$ cat src/rtl/tcd_pkg.sv
package tcd_pkg;

    localparam int SLOTS = 100;

    typedef enum logic [1:0] {
        SYM_ZERO,
        SYM_ONE,
        SYM_MARK,
        SYM_BAD
    } sym_e;

    typedef enum logic [1:0] {
        ST_HUNT,
        ST_ARMED,
        ST_RUN
    } state_e;

    typedef struct packed {
        logic [6:0] sec;
        logic [6:0] min;
        logic [9:0] day;
        logic [7:0] status;
    } stamp_t;

endpackage

$ cat src/rtl/tcd_sync.sv
module tcd_sync #(
    parameter int STAGES = 2
) (
    input  logic clk,
    input  logic rst_n,
    input  logic line_i,
    output logic level_o,
    output logic rise_o,
    output logic fall_o
);
    logic [STAGES-1:0] chain_q;
    logic              prev_q;

    always_ff @(posedge clk or negedge rst_n) begin
        if (!rst_n) begin
            chain_q <= '0;
            prev_q  <= 1'b0;
        end else begin
            chain_q <= {chain_q[STAGES-2:0], line_i};
            prev_q  <= chain_q[STAGES-1];
        end
    end

    assign level_o = chain_q[STAGES-1];
    assign rise_o  = level_o & ~prev_q;
    assign fall_o  = ~level_o & prev_q;

endmodule

$ cat src/rtl/tcd_width.sv
module tcd_width
    import tcd_pkg::*;
#(
    parameter int TICKS_PER_BIT = 100
) (
    input  logic clk,
    input  logic rst_n,
    input  logic tick_en,
    input  logic level_i,
    input  logic rise_i,
    input  logic fall_i,
    output logic sym_vld_o,
    output sym_e sym_o
);
    localparam int CW = $clog2(TICKS_PER_BIT) + 2;
    localparam logic [CW-1:0] LIM_MIN = CW'(TICKS_PER_BIT / 8);
    localparam logic [CW-1:0] LIM_01  = CW'(3 * TICKS_PER_BIT / 8);
    localparam logic [CW-1:0] LIM_1M  = CW'(5 * TICKS_PER_BIT / 8);
    localparam logic [CW-1:0] LIM_MAX = CW'(7 * TICKS_PER_BIT / 8);
    localparam logic [CW-1:0] CMAX    = '1;

    logic [CW-1:0] cnt_q;

    always_ff @(posedge clk or negedge rst_n) begin
        if (!rst_n) begin
            cnt_q <= '0;
        end else if (rise_i) begin
            cnt_q <= tick_en ? CW'(1) : '0;
        end else if (level_i && tick_en && cnt_q != CMAX) begin
            cnt_q <= cnt_q + CW'(1);
        end
    end

    always_comb begin
        sym_vld_o = fall_i;
        if (cnt_q < LIM_MIN)       sym_o = SYM_BAD;
        else if (cnt_q < LIM_01)   sym_o = SYM_ZERO;
        else if (cnt_q < LIM_1M)   sym_o = SYM_ONE;
        else if (cnt_q <= LIM_MAX) sym_o = SYM_MARK;
        else                       sym_o = SYM_BAD;
    end


    sym_after_high_chk: assert property (@(posedge clk) disable iff (!rst_n)
        sym_vld_o |-> $past(level_i));

endmodule

$ cat src/rtl/tcd_fields.sv
module tcd_fields
    import tcd_pkg::*;
(
    input  logic [SLOTS-1:0] bits_i,
    output stamp_t           stamp_o,
    output logic             ok_o
);
    function automatic logic [7:0] grab(input logic [SLOTS-1:0] b, input int lo, input int n);
        logic [7:0] r;
        r = '0;
        for (int i = 0; i < 8; i++) begin
            if (i < n) r[i] = b[lo + i];
        end
        return r;
    endfunction

    logic [3:0] su, mu, du, dt;
    logic [2:0] st, mt;
    logic [1:0] dh;
    logic [7:0] stat;
    logic [9:0] dayv;
    logic       unused_bits;

    assign su   = grab(bits_i, 1, 4)[3:0];
    assign st   = grab(bits_i, 6, 3)[2:0];
    assign mu   = grab(bits_i, 10, 4)[3:0];
    assign mt   = grab(bits_i, 15, 3)[2:0];
    assign du   = grab(bits_i, 20, 4)[3:0];
    assign dt   = grab(bits_i, 25, 4)[3:0];
    assign dh   = grab(bits_i, 30, 2)[1:0];
    assign stat = grab(bits_i, 50, 8);
    assign unused_bits = ^bits_i;

    assign dayv = 10'(dh) * 10'd100 + 10'(dt) * 10'd10 + 10'(du);

    assign ok_o = (su <= 4'd9) && (st <= 3'd5) && (mu <= 4'd9) && (mt <= 3'd5)
               && (du <= 4'd9) && (dt <= 4'd9) && (dayv != 10'd0) && (dayv <= 10'd366);

    assign stamp_o = '{sec: {st, su}, min: {mt, mu}, day: {dh, dt, du}, status: stat};

endmodule

$ cat src/rtl/tcd_decoder.sv
module tcd_decoder
    import tcd_pkg::*;
#(
    parameter int TICKS_PER_BIT = 100,
    parameter int SYNC_STAGES   = 2
) (
    input  logic       clk,
    input  logic       rst_n,
    input  logic       tick_en,
    input  logic       code_in,
    output logic       valid_o,
    output logic [6:0] sec_o,
    output logic [6:0] min_o,
    output logic [9:0] day_o,
    output logic [7:0] status_o,
    output logic       locked_o,
    output logic       err_width_o,
    output logic       err_frame_o,
    output logic       err_format_o
);
    localparam int SW = $clog2(SLOTS);
    localparam logic [SW-1:0] LAST_SLOT = SW'(SLOTS - 1);

    logic level, rise, fall, sym_vld, fmt_ok;
    sym_e sym;
    stamp_t fields, stamp_q;

    state_e state_q, state_d;
    logic [SW-1:0] slot_q, slot_d;
    logic [SLOTS-1:0] data_q;
    logic mark_due, store;
    logic fire_v, fire_w, fire_f, fire_m;

    tcd_sync #(.STAGES(SYNC_STAGES)) u_sync (
        .clk(clk), .rst_n(rst_n), .line_i(code_in),
        .level_o(level), .rise_o(rise), .fall_o(fall)
    );

    tcd_width #(.TICKS_PER_BIT(TICKS_PER_BIT)) u_width (
        .clk(clk), .rst_n(rst_n), .tick_en(tick_en),
        .level_i(level), .rise_i(rise), .fall_i(fall),
        .sym_vld_o(sym_vld), .sym_o(sym)
    );

    tcd_fields u_fields (
        .bits_i(data_q), .stamp_o(fields), .ok_o(fmt_ok)
    );

    assign mark_due = (slot_q == '0) || ((slot_q % SW'(10)) == SW'(9));

    always_comb begin
        state_d = state_q;
        slot_d  = slot_q;
        store   = 1'b0;
        fire_v  = 1'b0;
        fire_w  = 1'b0;
        fire_f  = 1'b0;
        fire_m  = 1'b0;
        if (sym_vld) begin
            if (sym == SYM_BAD) begin
                fire_w  = 1'b1;
                state_d = ST_HUNT;
            end else begin
                unique case (state_q)
                    ST_HUNT: begin
                        if (sym == SYM_MARK) state_d = ST_ARMED;
                    end
                    ST_ARMED: begin
                        if (sym == SYM_MARK) begin
                            state_d = ST_RUN;
                            slot_d  = SW'(1);
                        end else begin
                            state_d = ST_HUNT;
                        end
                    end
                    ST_RUN: begin
                        if (mark_due != (sym == SYM_MARK)) begin
                            fire_f  = 1'b1;
                            state_d = ST_HUNT;
                        end else if (slot_q == LAST_SLOT) begin
                            slot_d = '0;
                            if (fmt_ok) begin
                                fire_v = 1'b1;
                            end else begin
                                fire_m  = 1'b1;
                                state_d = ST_HUNT;
                            end
                        end else begin
                            slot_d = slot_q + SW'(1);
                            store  = !mark_due;
                        end
                    end
                    default: state_d = ST_HUNT;
                endcase
            end
        end
    end

    always_ff @(posedge clk or negedge rst_n) begin
        if (!rst_n) begin
            state_q <= ST_HUNT;
            slot_q  <= '0;
            data_q  <= '0;
        end else begin
            state_q <= state_d;
            slot_q  <= slot_d;
            if (store) data_q[slot_q] <= (sym == SYM_ONE);
        end
    end

    always_ff @(posedge clk or negedge rst_n) begin
        if (!rst_n) begin
            valid_o      <= 1'b0;
            err_width_o  <= 1'b0;
            err_frame_o  <= 1'b0;
            err_format_o <= 1'b0;
            stamp_q      <= '0;
        end else begin
            valid_o      <= fire_v;
            err_width_o  <= fire_w;
            err_frame_o  <= fire_f;
            err_format_o <= fire_m;
            if (fire_v) stamp_q <= fields;
        end
    end

    assign locked_o = (state_q == ST_RUN);
    assign sec_o    = stamp_q.sec;
    assign min_o    = stamp_q.min;
    assign day_o    = stamp_q.day;
    assign status_o = stamp_q.status;


    pulse_excl_chk: assert property (@(posedge clk) disable iff (!rst_n)
        $onehot0({valid_o, err_width_o, err_frame_o, err_format_o}));


    valid_in_run_chk: assert property (@(posedge clk) disable iff (!rst_n)
        valid_o |-> $past(state_q == ST_RUN));


    stamp_hold_chk: assert property (@(posedge clk) disable iff (!rst_n)
        !valid_o |-> $stable({sec_o, min_o, day_o, status_o}));


    frame_drop_chk: assert property (@(posedge clk) disable iff (!rst_n)
        err_frame_o |-> !locked_o);


    lock_entry_chk: assert property (@(posedge clk) disable iff (!rst_n)
        $rose(locked_o) |-> $past(state_q == ST_ARMED));


    slot_range_chk: assert property (@(posedge clk) disable iff (!rst_n)
        slot_q <= LAST_SLOT);

endmodule

$ cat config.mk
export PLATFORM = sky130hd
export DESIGN_NAME = tcd_decoder
export DESIGN_NICKNAME = d
export VERILOG_FILES = /design/src/rtl/tcd_pkg.sv /design/src/rtl/tcd_sync.sv /design/src/rtl/tcd_width.sv /design/src/rtl/tcd_fields.sv /design/src/rtl/tcd_decoder.sv
export SDC_FILE = /design/constraint.sdc
export NUM_CORES = 1
export LEC_CHECK = 0
export ABC_CLOCK_PERIOD_IN_PS = 6400
export BUFFER_PORTS_ARGS = -buffer_cell sky130_fd_sc_hd__clkbuf_2
export CORE_ASPECT_RATIO = 0.8
export CORE_MARGIN = 2
export CORE_UTILIZATION = 45
export CTS_CLUSTER_SIZE = 14
export DETAILED_ROUTE_END_ITERATION = 8
export GPL_TIMING_DRIVEN = 0
export PLACE_DENSITY = 0.6
export SLEW_MARGIN = 10
export SYNTH_ARGS = -nofsm -noshare
export SYNTH_HDL_FRONTEND = slang
export SYNTH_SLANG_ARGS = --single-unit
$ cat constraint.sdc
create_clock -name clk -period 6.4 [get_ports clk]
set_clock_uncertainty 0.15 [all_clocks]
set_input_delay 0.64 -clock clk [delete_from_list [all_inputs] [get_ports clk]]
set_output_delay 0.64 -clock clk [all_outputs]
set_load 0.01 [all_outputs]
==> results.sh <==
export IMPL_vias_per_cell=5.530
export IMPL_r2r_start="data_q[28]"
export IMPL_ant_nets=0
export IMPL_relSlewSlack=0.3765
export IMPL_grt_pass1_vias=3632
export IMPL_sequentialPowerShare=0.470
export IMPL_diodes=0
export IMPL_cts_buffer_depth=2
export IMPL_dp_hpwl_um=8045
export IMPL_ys_ff_latch=89
export IMPL_tightestPinTransition_ns=0.9267
export IMPL_required_ns=6.48
export IMPL_arrival_ns=4.83
export IMPL_netlist_area_sq_mm=0.005096
export IMPL_switching_share=0.2033
export IMPL_antenna_found_initial=0
export IMPL_max_cap_violations=0
export IMPL_nFillCells=989
export IMPL_wl_per_cell_um=16.76
export IMPL_synth_edf_count=0
export IMPL_grt_max_degree=50
export IMPL_syn2layout_area_growth_pct=15.00
export IMPL_cts_resized=0
export IMPL_die_x_um=123.0
export IMPL_grt_total_usage=0.1956
export IMPL_syn_nets=491
export IMPL_critPathLaunch="data_q[28]"
export IMPL_status="complete, no violations"
export IMPL_portBuffers=40
export IMPL_synthDistinctLibCells=60
export IMPL_ir_worst_vdd_uv=151.7
export IMPL_place_area_sq_mm=0.005507
export IMPL_syn_avg_cell_area_sq_um=11.15
export IMPL_p_switching_mw=0.2466
export IMPL_hold_buffers=0
export IMPL_min_period_ns=4.748
export IMPL_synth_cells=457
export IMPL_ys_flop_type="dfrtp_1"
export IMPL_ios=41
export IMPL_clock_latency_ns=0.35
export IMPL_drive_above_1_share=0.2646
export IMPL_async_reset_ff_frac=1.000
export IMPL_numCtsBuffers=9
export IMPL_cts_reportedPaths_clkPinSlew_ns=0.06
export IMPL_start_kind="register"
export IMPL_ctsHtreeMaxLevel=3
export IMPL_nets=543
export IMPL_pwr_share_comb=0.020
export IMPL_yosysWarnings=0
export IMPL_dp_slack_ns=1.627
export IMPL_die_area_sq_mm=0.01220
export IMPL_p_clk_frac=0.510
export IMPL_finalSetupTns_ns=0
export IMPL_design_area_sq_mm=0.005861
export IMPL_internal_power_mw=0.9664
export IMPL_finalSetupViolCount=0
export IMPL_initial_core_util=0.4643
export IMPL_clock_sinks=89
export IMPL_setup_slack_ns=1.652
export IMPL_grt_pass1_wl_um=18640
export IMPL_post_cts_buffers=0
export IMPL_gp_congestion=0.8417
export IMPL_firstDrtPassIters=4
export IMPL_vias=3639
export IMPL_routed_wl_um=11030
export IMPL_finalCritPeriodShare=0.7419
export IMPL_p_leak_nw=2.945
export IMPL_drt_iter0_drc=122
export IMPL_fmax_mhz=210.6
export IMPL_p_per_area_mw_per_mm2=207.0
export IMPL_cp_max_fo=10
export IMPL_die_y_um=99.18
export IMPL_drc=0
export IMPL_rsz0062_at_grt="no"
export IMPL_rows=34
export IMPL_overflow=0
export IMPL_hold_viol_final=0
export IMPL_yosysSeqAreaShare=0.4370
export IMPL_critical_path_class="register to register"
export IMPL_end_kind="register"
export IMPL_slew_violations=0
export IMPL_cts_root_buffer="clkbuf_16"
export IMPL_hold_class="primary input to asynchronous set/reset pin"
export IMPL_tritoncts="done"
export IMPL_core_sq_mm=0.01098
[layout by cell type, fill, tap and decap left out, types with 7 or more instances in the layout]
cell type	n
dfrtp_1	89
clkbuf_2	39
nor3_1	36
nand2_1	31
mux2_2	31
mux2_4	30
ha_1	26
nand3_1	18
o21ai_0	18
inv_1	17
nor2_1	16
a21oi_1	13
clkbuf_16	9
nor2b_1	8
clkbuf_1	7
[worst max-delay path, cell delays in order (launching register included)]
cell	delay (ns)
dfrtp_1	0.45
ha_1	0.31
ha_1	0.23
fa_1	0.38
xor2_1	0.15
ha_1	0.19
ha_1	0.36
nor2b_1	0.17
and3_1	0.18
a2111oi_0	0.59
nand2b_1	0.11
o2bb2ai_1	0.51
o211ai_4	0.31
buf_12	0.24
mux2_4	0.29
[per-stage QoR]
stage               hold slack, ns  std cells    util  power, mW
floorplan                   0.1812        457       -     0.5878
global placement            0.1905        641  0.4990     0.6029
detailed placement          0.1847        642  0.5017     0.6060
CTS                         0.1912        658  0.5340      1.226
global route                0.2078        658  0.5340      1.255
finish                      0.1669        658  0.5340      1.213
[synthesized netlist by cell type (4+ instances only)]
library cell	number	area, sq um
nand4_1	6	37.54
mux2i_1	5	50.05
nand2_1	31	116.4
o211ai_1	4	30.03
clkbuf_1	7	26.28
and2_1	6	37.54
inv_1	17	63.81
nor2_1	16	60.06
dfrtp_1	89	2227
nand3_1	18	90.09
nor2b_1	8	50.05
mux2_4	30	450.4
nand2b_1	4	25.02
mux2_2	31	349.1
and3_1	6	37.54
o21ai_0	18	90.09
nor3_1	36	180.2
or3_1	4	25.02
xnor2_1	5	43.79
buf_2	6	30.03
fa_1	4	80.08
a21oi_1	13	65.06
ha_1	26	325.3
nor3b_1	6	45.04
o31ai_1	5	37.54
[final timing paths]
kind	to	slack, ns	depth (start not counted)
worst max-delay path	status_o[3]	1.65	14
worst max register to register	status_o[3]	1.65	14
min in group clk	u_sync.chain_q[1]	0.20	0
worst min register to register	u_sync.chain_q[1]	0.20	0
max in group asynchronous	u_width.cnt_q[6]	5.29	2
worst min-delay path	status_o[7]	0.17	1
[power groups by stage]
stage	clock network [mW]	logic, mW	registers, mW
final	0.618	0.0246	0.570
after floorplan	0	0.00825	0.580
after detailed placement	0	0.0256	0.580
after global placement	0	0.0226	0.580
after CTS	0.631	0.0259	0.570
after global routing	0.656	0.0289	0.570
[area by class of cell]
cell class | count | area, sq um | area share
buffer | 19 | 142.6 | 0.02434
clock buffer | 10 | 239.0 | 0.04078
clock inverter | 6 | 115.1 | 0.01964
inverter | 18 | 67.56 | 0.01153
multi-input combinational | 331 | 2659 | 0.4537
sequential | 89 | 2227 | 0.3800
tap | 144 | 180.2 | 0.03074
timing repair buffer | 41 | 230.2 | 0.03928
[cells by family after synthesis]
kind of cell,count (synthesis),synth area share
xor+xnor,8,0.01375
fa+ha+maj,30,0.07955
simple gates,149,0.1508
buf+inv,37,0.04125
compound gates,75,0.1043
flops,89,0.4370
mux,69,0.1733
[state kept, by name (all words and copies together), names as in the netlist]
| signal | cells |
|---|---|
| data_q | 32 |
| day_o | 10 |
| u_width.cnt_q | 9 |
| status_o | 8 |
| min_o | 7 |
| sec_o | 7 |
| slot_q | 7 |
| state_q | 2 |
| u_sync.chain_q | 2 |
| err_format_o | 1 |
| err_frame_o | 1 |
| err_width_o | 1 |
| u_sync.prev_q | 1 |
| valid_o | 1 |
[layer usage]
| metal | share of wire | track usage |
|---|---|---|
| met1 | 0.53 | 0.2932 |
| met5 | 0 | 0 |
| met4 | 0.0088 | 0.04633 |
| met3 | 0.041 | 0.04759 |
| met2 | 0.43 | 0.2852 |
No activity file was read; power rests on OpenSTA's default activity.
